File: src/rtl/rsc_pkg.sv
package rsc_pkg;

   typedef enum logic [1:0] {
      PH_IDLE = 2'd0,
      PH_RUN  = 2'd1,
      PH_DONE = 2'd2
   } rsc_phase_e;

   typedef struct packed {
      logic crc_ok;
      logic id_ok;
   } rsc_verdict_t;

endpackage

File: src/rtl/rsc_byte_tracker.sv
module rsc_byte_tracker
   import rsc_pkg::*;
#(
   parameter int MOD_BYTES = 6144,
   parameter int ID_POS    = 6141,
   localparam int CNT_W    = $clog2(MOD_BYTES)
) (
   input  logic clk,
   input  logic rst_n,
   input  logic start,
   input  logic in_valid,
   output logic accept,
   output logic id_hit,
   output logic last_hit,
   output logic busy,
   output logic done
);

   localparam logic [CNT_W-1:0] LAST_IDX = CNT_W'(MOD_BYTES - 1);
   localparam logic [CNT_W-1:0] ID_IDX   = CNT_W'(ID_POS);

   rsc_phase_e       phase;
   logic [CNT_W-1:0] cnt;

   assign busy     = (phase == PH_RUN);
   assign done     = (phase == PH_DONE);
   assign accept   = busy && in_valid && !start;
   assign id_hit   = accept && (cnt == ID_IDX);
   assign last_hit = accept && (cnt == LAST_IDX);

   always_ff @(posedge clk or negedge rst_n) begin
      if (!rst_n) begin
         phase <= PH_IDLE;
         cnt   <= '0;
      end else if (start) begin
         phase <= PH_RUN;
         cnt   <= '0;
      end else if (accept) begin
         if (last_hit) begin
            phase <= PH_DONE;
            cnt   <= '0;
         end else begin
            cnt   <= cnt + 1'b1;
         end
      end
   end

endmodule

File: config.mk
export PLATFORM = sky130hd
export DESIGN_NAME = rsc_byte_tracker
export DESIGN_NICKNAME = d
export VERILOG_FILES = /design/src/rtl/rsc_pkg.sv /design/src/rtl/rsc_byte_tracker.sv
export SDC_FILE = /design/constraint.sdc
export NUM_CORES = 1
export LEC_CHECK = 0
export ABC_AREA = 1
export BUFFER_PORTS_ARGS = -buffer_cell sky130_fd_sc_hd__buf_2
export CORE_MARGIN = 2
export CORE_UTILIZATION = 55
export DETAILED_ROUTE_END_ITERATION = 10
export PLACE_DENSITY = 0.75
export SLEW_MARGIN = 20
export SYNTH_ARGS = -nofsm -noshare
export SYNTH_HDL_FRONTEND = slang
export SYNTH_SLANG_ARGS = --single-unit
File: constraint.sdc
create_clock -name clk -period 2.5 [get_ports clk]
set_input_delay 0 -clock clk [delete_from_list [all_inputs] [get_ports clk]]
set_output_delay 0 -clock clk [all_outputs]
set_load 0.02 [all_outputs]
# Yosys cells after proc, flatten, opt, wreduce, memory -nomap -nowiden
# Cells that the tools add are included.
[totals]
input_bits = 4
regBits = 15
out_inout_bits = 5
[classes]
n_eq_ne = 4
add_sub_neg = 1
muxes = 6
n_reduce_logical = 8
[ops]
columns = ["cell", "n"]
rows = [
  ["two-way mux 13 bit", 3],
  ["equality test 13 bit, second input constant", 2],
  ["adder 13 x 1 -> 13 bit, second input constant", 1],
  ["two-way mux 2 bit", 3],
  ["logical AND 1 bit", 4],
  ["nonzero test 2 bit", 2],
  ["equality test 2 x 1 -> 1 bit, second input constant", 1],
  ["equality test 2 bit, second input constant", 1],
  ["AND reduction 2 bit", 1],
  ["logical NOT 1 bit", 1],
]

# Longest topological paths before layout
# Gate-level depths: netlist (run 1).
[logic_depth]
word_depth = 7
depth_mapped = 9
mapped_depth_nobuf = 9

# Worst setup path before layout (run 1)
# No wires, ideal clock.
[synth_path]
path_kind = "reg-to-reg"
from = "reg phase[1]"
to = "reg cnt[12]"
path_slack_ns = 1.067
t_required_ns = 2.383
n_path_buf = 0
path_stages_with_launch = 9
arrival_ns = 1.316
setup_time_ns = 0.117
path_cell_list = "dfrtp_1 inv_2 nand3_2 nor2_2 nand2_2 nor2_4 nor2_2 inv_4 nor2_1"
[synth_via]
elab_chain_len = 7
[synth_rtl]
columns = ["item", "line_no", "text"]
rows = [
  ["start: declaration", "rsc_byte_tracker.sv:22", "rsc_phase_e phase;"],
  ["start signal: assignment", "rsc_byte_tracker.sv:33", "phase <= PH_IDLE;"],
  ["start signal: assignment", "rsc_byte_tracker.sv:36", "phase <= PH_RUN;"],
  ["start signal: assignment", "rsc_byte_tracker.sv:40", "phase <= PH_DONE;"],
  ["equality test 2 x 1 -> 1 bit", "rsc_byte_tracker.sv:25", "assign busy = (phase == PH_RUN);"],
  ["logical AND 1 bit (2 in series)", "rsc_byte_tracker.sv:27", "assign accept = busy && in_valid && !start;"],
  ["net accept", "rsc_byte_tracker.sv:12", "output logic accept,"],
  ["logical AND 1 bit", "rsc_byte_tracker.sv:29", "assign last_hit = accept && (cnt == LAST_IDX);"],
  ["net last_hit", "rsc_byte_tracker.sv:14", "output logic last_hit,"],
  ["two-way mux 13 bit", "rsc_byte_tracker.sv:39", "if (last_hit) begin"],
  ["two-way mux 13 bit", "rsc_byte_tracker.sv:38", "end else if (accept) begin"],
  ["two-way mux 13 bit", "rsc_byte_tracker.sv:35", "end else if (start) begin"],
  ["end signal: assignment", "rsc_byte_tracker.sv:43", "cnt <= cnt + 1'b1;"],
  ["end: declaration", "rsc_byte_tracker.sv:23", "logic [CNT_W-1:0] cnt;"],
]
# The timed path passes the listed nets, and every way through them passes these cells. The select of a mux whose other input is x is not followed.
# A chain may end at the register's enable or synchronous reset.

# Final worst setup path (run 1)
[layout_path]
from = "reg cnt[0]"
to = "out last_hit"
[layout_via]
elab_chain_len = 2
[layout_rtl]
columns = ["item", "line_no"]
rows = [
  ["equality test 13 bit", "rsc_byte_tracker.sv:29"],
  ["logical AND 1 bit", "rsc_byte_tracker.sv:29"],
  ["end: declaration", "rsc_byte_tracker.sv:14"],
]
# Every way passes these cells.

==> results.txt, run 1 <==
- The detailed router placed 803 vias in this run.
* Final setup violation count: 0
* Cell type with the largest total area after synthesis: dfrtp_1
* Yosys warns: 0
* Fin util: 0.6623
- In this run the power density over the cells is 415.4 mW/mm^2.
- Post-Place Cells: 143
* Clock-pin slew of the registers on the worst-case setup and hold paths: 90 ps
- Routed vias/inst: 5.389
- The clock net in this run drives a total of 15 sinks.
- Effective utilization at floorplan: 0.5974
- Count of placed standard cells in the final layout, fillers left out: 149
* Proportion of synthesized chip area in sequential cells: 0.4076
- CP Max Fanout: 5
- Counting cells, the worst reg-to-reg path comes to 8.
* Clock tree root buffer cell: clkbuf_4
* Critical path arrival: 1560 ps
- Compared with the post-synthesis result, the final layout area differs by 10.87%.
- Detailed placement ended at an HPWL of 1426 um.
- In this run the tool buffered the top-level ports with 8 buffer cells.
- For this run, design rule violations remaining after detail routing come to 0.
- Last weighted congestion value of the routability-driven placer: 0.8876
* Dominant cells by area after synthesis: dfrtp_1 41%, nand2_1 12%, inv_1 6.5%, nor2_1 5.3%, nand4_1 4.8%
* Peak VDD IR: 0.3690 mV
- In this run, CTS created clock tree buffers numbering 3.
- FF+latch count, synth: 15
* Post-CTS Hold Buffers: 2
- CP most frequent cell: nor2_4
* DRC violation total after the first TritonRoute iteration: 17
* Worst Tran Pin Value: 338.2 ps
- Entering global routing, the biggest net connects 16 pins.
- Filler cell count in the final layout: 134
- In this run the number of H-tree levels came out at 1.
* Type of destination of the critical path: primary output
- Share of the clock period used by the worst path: 0.6236
* Launching element type of the critical path: flip-flop
- Bufs on Longest Clock Path: 2
* Setup Crit Path Kind: reg -> out
* RSZ-0062 raised after global routing: false
- The via count of the first global-routing pass is 737.
- Total congestion overflow: 0
- Synth top area share: 0.4076
- Measured against its own limit, the worst slew margin works out to 0.7728.
- STA puts the critical path data required time at 2500 ps.
* Number of unique standard cell types used by synthesis: 24
- Antenna diodes: 0
- The routed design could run at a clock period as short as 1559 ps.
- In this design, the largest share of critical-path delay is due to flip-flops.
* Clock latency at the later pin of the worst-skew pair: 290 ps
* Outcome: completed
- Final antenna-violating net count: 0
- CTS tree: done
- Max Transition Viols Final: 0
* Setup slack after layout: 940.9 ps
- Final Power: 424.1 uW
* Net count, final: 140
- For this design the static power due to leakage is 0.5010 nW.
- Total area of multi-input combinational cells: 467.9 sq um
- On the worst path, the slowest cell contributes a delay of 420 ps.
- Instance count of the mapped netlist: 120
- Post-route standard cell area excluding fillers: 0.001021 sq mm
- Across the whole layout, storage elements account for 375.4 sq um.
- Along the worst hold path, the cell count comes to 5.
- Synthesis produced a netlist with a net count of 126.
- Mapped Area: 920.9 sq um
- Placement Setup Slack: 1109 ps
* Highest Clock Rate: 641.4 MHz
* WP depth: 6
* Worst hold slack: 144.6 ps
- Cell with the largest stage delay on the worst path: dfrtp_1
* Share of final-layout standard cells stronger than drive strength 1: 0.2105
- Mean post-synth cell area: 7.674 sq um
* Die outline area: 0.002018 sq mm
- Worst Clk Skew: 1.113 ps
- The tool flagged a number of max-cap violations equal to 0.
- The worst hold path belongs to the class in -> reg.
- Measured along the y axis, the die boundary spans 44.92 um.
- In this run the cell area measured after placement is 973.4 sq um.
- Ports: 9
- Pre-Repair DR Iteration Count: 4
* Wire length reported by the detailed router: 1807 um
- Dividing the detail-routed wire length by the instance count gives 12.13 um.
- In the global route stage, overall resource usage came out at 0.2270.
- Final hold violations: 0
- Total negative slack for setup checks: 0 ps
- Core area: 0.001541 sq mm
- The first global-routing pass estimated 3243 um of wire.
* Critical-path cell list: ha_1, inv_1, nor2_4, nand2_4, nor2_4, buf_2
- Die X-Extent: 44.92 um
* Buf/Inv on CP: 2
- Antenna violations before repair: 0
* Core Rows: 14
- Once the clock tree was built, the setup fixing pass inserted 0 buffers.
- After clock tree synthesis, the repair step resized 0 gates.
==> state kept, by name, indices dropped and copies added (netlist names) <==
| name | flops |
|---|---|
| cnt | 13 |
| phase | 2 |
==> report_power, final <==
part / leakage (nW) / internal, mW / switching [mW]
combinational: 0.280 / 0.0102 / 0.0212
clock: 0.0177 / 0.0596 / 0.0846
sequential: 0.203 / 0.245 / 0.00308
total: 0.501 / 0.315 / 0.109
==> worst reg2reg max path, cell delays in order, from the launching register on <==
cell and delay [ps]:
dfrtp_1 420, ha_1 190, inv_1 60, nor2_4 150
nand2_4 100, nor2_4 160, nor2_2 70, inv_4 90
nor2_1 50
==> worst paths after layout <==
check / from / to / slack (ps)
min in group asynchronous: rst_n / phase[1]$_DFFE_PN0P_ / 150
min: in_valid / cnt[1]$_DFFE_PN0P_ / 140
max in group asynchronous: rst_n / cnt[12]$_DFFE_PN0P_ / 2100
min reg2reg: cnt[11]$_DFFE_PN0P_ / cnt[11]$_DFFE_PN0P_ / 540
max reg2reg: cnt[0]$_DFFE_PN0P_ / cnt[2]$_DFFE_PN0P_ / 1100
max: cnt[0]$_DFFE_PN0P_ / last_hit / 940
==> layout by cell type, fill, tap and decap left out, types with 3 or more instances in the layout <==
master and n:
nand2_1 30, inv_1 16, dfrtp_1 15, nor2_1 13
buf_2 8, nand3_1 7, nand4_1 7, nor2_2 6
nor2_4 3, xor2_1 3, o21ai_0 3, clkbuf_4 3
==> cell families (layout without fill, tap and decap cells) <==
group                    Yosys count  after routing  synth area share
AO/OA/AOI/OAI                      9              9           0.06249
XOR/XNOR                           4              4           0.03805
flip-flops                        15             15            0.4076
AND/OR/NAND/NOR                   71             71            0.3804
buffers and inverters             19             32           0.08425
adder cells (fa/ha/maj)            2              2           0.02717
==> layout make-up <==
cell class | instances | share of cell area
tap | 16 | 0.01961
timing repair buffer | 10 | 0.05882
inverter | 18 | 0.06863
clock buffer | 3 | 0.02206
sequential | 15 | 0.3676
multi-input combinational | 86 | 0.4583
clock inverter | 1 | 0.004902
==> metal layers <==
metal  share of wire  vias up  routed length (um)  GRT usage
li1                -      409                   -          -
met1            0.45      369                 815     0.3079
met4           0.024        0                  44     0.1235
met3           0.043        5                  77    0.04800
met5               0        -                   0          0
met2            0.48       20                 868     0.3371
==> synthesized netlist by cell type <==
| cell | number |
|---|---|
| nand2_2 | 2 |
| inv_4 | 1 |
| buf_4 | 1 |
| inv_2 | 1 |
| xor2_1 | 3 |
| nor2_1 | 13 |
| dfrtp_1 | 15 |
| o21ai_2 | 1 |
| nand3_1 | 7 |
| o21a_1 | 1 |
| nand2_1 | 30 |
| nand3_2 | 1 |
| ha_1 | 2 |
| nor3_1 | 1 |
| a21oi_1 | 1 |
| nand2_4 | 1 |
| inv_1 | 16 |
| nor2_2 | 6 |
| o22ai_1 | 1 |
| nand4_1 | 7 |
| nor2_4 | 3 |
| xnor2_1 | 1 |
| o21bai_1 | 2 |
| o21ai_0 | 3 |
Power figures use the tool's default switching activity.
==> inputs of run 2 (changes only) <==
clock period = 1.5 ns   (was 2.5 ns; I/O delays follow)
==> run 2 against run 1 <==
  * Count of clock-buffer cells in the layout stayed put
  * First-iteration DRC count is the same
  * Core utilization increased by 3.1 points
  * Die area unchanged
  * Non-clock buffer count grew 4
  * Global-route usage up 0.50 points
  * Worst hold slack about the same
  * Clock skew rose by 0.70 ps
  * Sequential power is 66% higher
  * Critical endpoint is now cnt[2]$_DFFE_PN0P_
  * Largest power group unchanged
==> results.txt, run 2 (synthesis results as in run 1) <==
* Fin crit period: 1408 ps
* Pin count of the biggest net entering global routing: 16 (unchanged)
* Max-cap violations: 0 (unchanged)
- The minimum setup slack after placement was 109.4 ps (-1000 ps).
- Layout-stage area growth over the synthesis result: 16.03%
- The final-layout setup total negative slack was 0 ps (unchanged).
* Net count, final: 144 (+2.9%)
* Largest reg by FF count: cnt
- Final setup violation count: 0 (unchanged)
- The total of buffers placed on input and output ports is 8 (unchanged).
- Outcome: completed
* Minimum setup slack among reg-to-reg paths: 90 ps (-1010 ps)
- Leaving out fill and tap cells, the most frequent cells in the layout are 30 x nand2_1, 16 x inv_1, 15 x dfrtp_1, 12 x nor2_1.
- Die X-Extent: 44.92 um (unchanged)
- Via count of the first global-routing pass: 765 (+3.8%)
- The boundary pin count is 9 (unchanged).
- The total count of hold-check failures in the final report is 0 (unchanged).
- The relative max-transition margin came to 0.7660 (-0.006828).
- The peak supply drop was 0.6165 mV (+67%).
* Pwr per Cell Area: 669.9 mW/mm^2 (+61%)
- Launching element type of the critical path: flip-flop
- Data required time at the worst endpoint: 1720 ps (-780 ps)
- The routed via count divided by cell count was 5.373 (-0.31%).
- The share of cells above drive strength 1 came to 0.2555 (+0.04495).
* Core Rows: 14 (unchanged)
- The remaining global-route overflow is 0 (unchanged).
* Clock tree root buffer cell: clkbuf_4
* Die Y: 44.92 um (unchanged)
* Via count of the routed design: 822 (+2.4%)
* CTS tree: done
- Leakage dissipation: 0.5202 nW (+3.8%)
- All-layer global routing usage: 0.2321 (+0.005008)
- The average wire per standard cell is 12.31 um (+1.5%).
- The number of antenna repair diodes came to 0 (unchanged).
- Setup repair after global routing left no endpoint under its margin.
* Leading cell type in the layout, fill and taps excluded: nand2_1
- The starting utilization of the core area was 0.5974 (unchanged).
- The number of buffers created by CTS came to 3 (unchanged).
- The first-pass detailed-route iteration total is 4 (unchanged).
- DRC violation total after the first TritonRoute iteration: 17 (unchanged)
- The total wire length came to 1883 um (+4.2%).
* Total number of H-tree levels: 1 (unchanged)
- Setup slack after layout: 91.67 ps (-849.2 ps)
- Highest Clock Rate: 710.1 MHz
- The area inside the core boundary was 0.001541 sq mm (unchanged).
- The largest fanout of any net on the critical path is 7 (+2).
- Type of destination of the critical path: flip-flop
* Reg-to-reg endpoint: cnt[2]$_DFFE_PN0P_
* Largest registers: cnt: 13 flops, phase: 2 flops
- The cell area reported after detailed placement is 973.4 sq um (unchanged).
- The global-route wire length before repair was 3325 um (+2.5%).
- The final HPWL from detailed placement is 1426 um (unchanged).
- Number of clock sinks: 15 (unchanged)
- Worst hold path type: in -> async
* Logic depth of the worst register-to-register path: 9 (+1)
* Worst Tran Pin Value: 351.1 ps (+12.85 ps)
- Clock-pin slew of the registers on the worst-case setup and hold paths: 90 ps (about the same)
- The number of buffers on the longest clock path was 2 (unchanged).
* Setup Crit Path Kind: reg -> reg
- Die outline area: 0.002018 sq mm (unchanged)
- Last weighted congestion value of the routability-driven placer: 0.8876 (unchanged)
* Clock latency at the later pin of the worst-skew pair: 290 ps (about the same)
* Final antenna-violating net count: 0 (unchanged)
- Worst Clk Skew: 1.811 ps (+0.6977 ps)
- The summed area of non-filler cells in the final layout is 0.001069 sq mm (+4.7%).
- The data arrival time of the critical path was 1630 ps (+70 ps).
* Antenna violations before repair: 0 (unchanged)
- The worst register-to-register path begins at cnt[0]$_DFFE_PN0P_.
- Dividing the final minimum period by the clock period gives 0.9389.
- The flip-flop count of the largest register, all copies and words added came to 13 (unchanged).
- DRC violations left: 0 (unchanged)
- Max Transition Viols Final: 0 (unchanged)
run 2: cell count changes in the layout (fill, tap and decap cells not counted), sizes merged:
cell / delta
buf: +4
run 2: power by group:
part           internal (mW)  switching [mW]
Combinational         0.0243          0.0406
Clock                 0.0994           0.139
Sequential             0.409         0.00353
Total                  0.533           0.183
run 2: metal layers:
metal / part of all wire / GRT usage / vias up / wire [um]
li1: - / - / 414 / -
met1: 0.46 / 0.3104 / 390 / 862
met2: 0.50 / 0.3514 / 13 / 937
met3: 0.021 / 0.04800 / 5 / 39
met4: 0.023 / 0.1235 / 0 / 44
met5: 0 / 0 / - / 0
run 2: repair_timing:
action | CTS | global route
endpoints found under the hold margin | 16 | 0
setup endpoints to repair | 1 | 2
hold buffers | 2 | 0
setup buffers | 1 | 3
pin swaps | 0 | 4
resized for setup | 0 | 5
run 2: worst max path at each step:
stage	start	end	slack [ps]	depth (start not counted)
after CTS	cnt[1]$_DFFE_PN0P_	last_hit	2	6
after detailed placement	cnt[0]$_DFFE_PN0P_	cnt[2]$_DFFE_PN0P_	110	8
after global placement	cnt[0]$_DFFE_PN0P_	cnt[2]$_DFFE_PN0P_	160	8
final	cnt[0]$_DFFE_PN0P_	cnt[2]$_DFFE_PN0P_	90	9
after global routing	cnt[0]$_DFFE_PN0P_	cnt[9]$_DFFE_PN0P_	0.8	9
after floorplan	phase[1]$_DFFE_PN0P_	cnt[12]$_DFFE_PN0P_	70	8
run 2: through the flow:
step                power [mW]  hold slack [ps]  cells  utilization
CTS                     0.7140            143.4    150       0.6672
floorplan               0.4518           -295.6    120            -
global route            0.7462            171.0    153       0.6932
finish                  0.7158            144.9    153       0.6932
global placement        0.4701           -78.67    143       0.6315
detailed placement      0.4716           -77.38    143       0.6315
run 2: layout make-up:
cell class              count  area [sq um]
clock buffers               3         22.52
repair buffers             14         92.59
clock inverters             1         5.005
inverters                  18         70.07
multi-input cells          86         483.0
fillers                   120         473.0
flip-flops and latches     15         375.4
well taps                  16         20.02
run 2: worst max-delay path: stages (launching register included):
cell and delay [ps]:
dfrtp_1 400, ha_2 190, inv_1 90, nor2_4 50
nand2_4 110, nor2_4 40, buf_4 130, nor2_2 140
inv_4 80, nor2_1 110
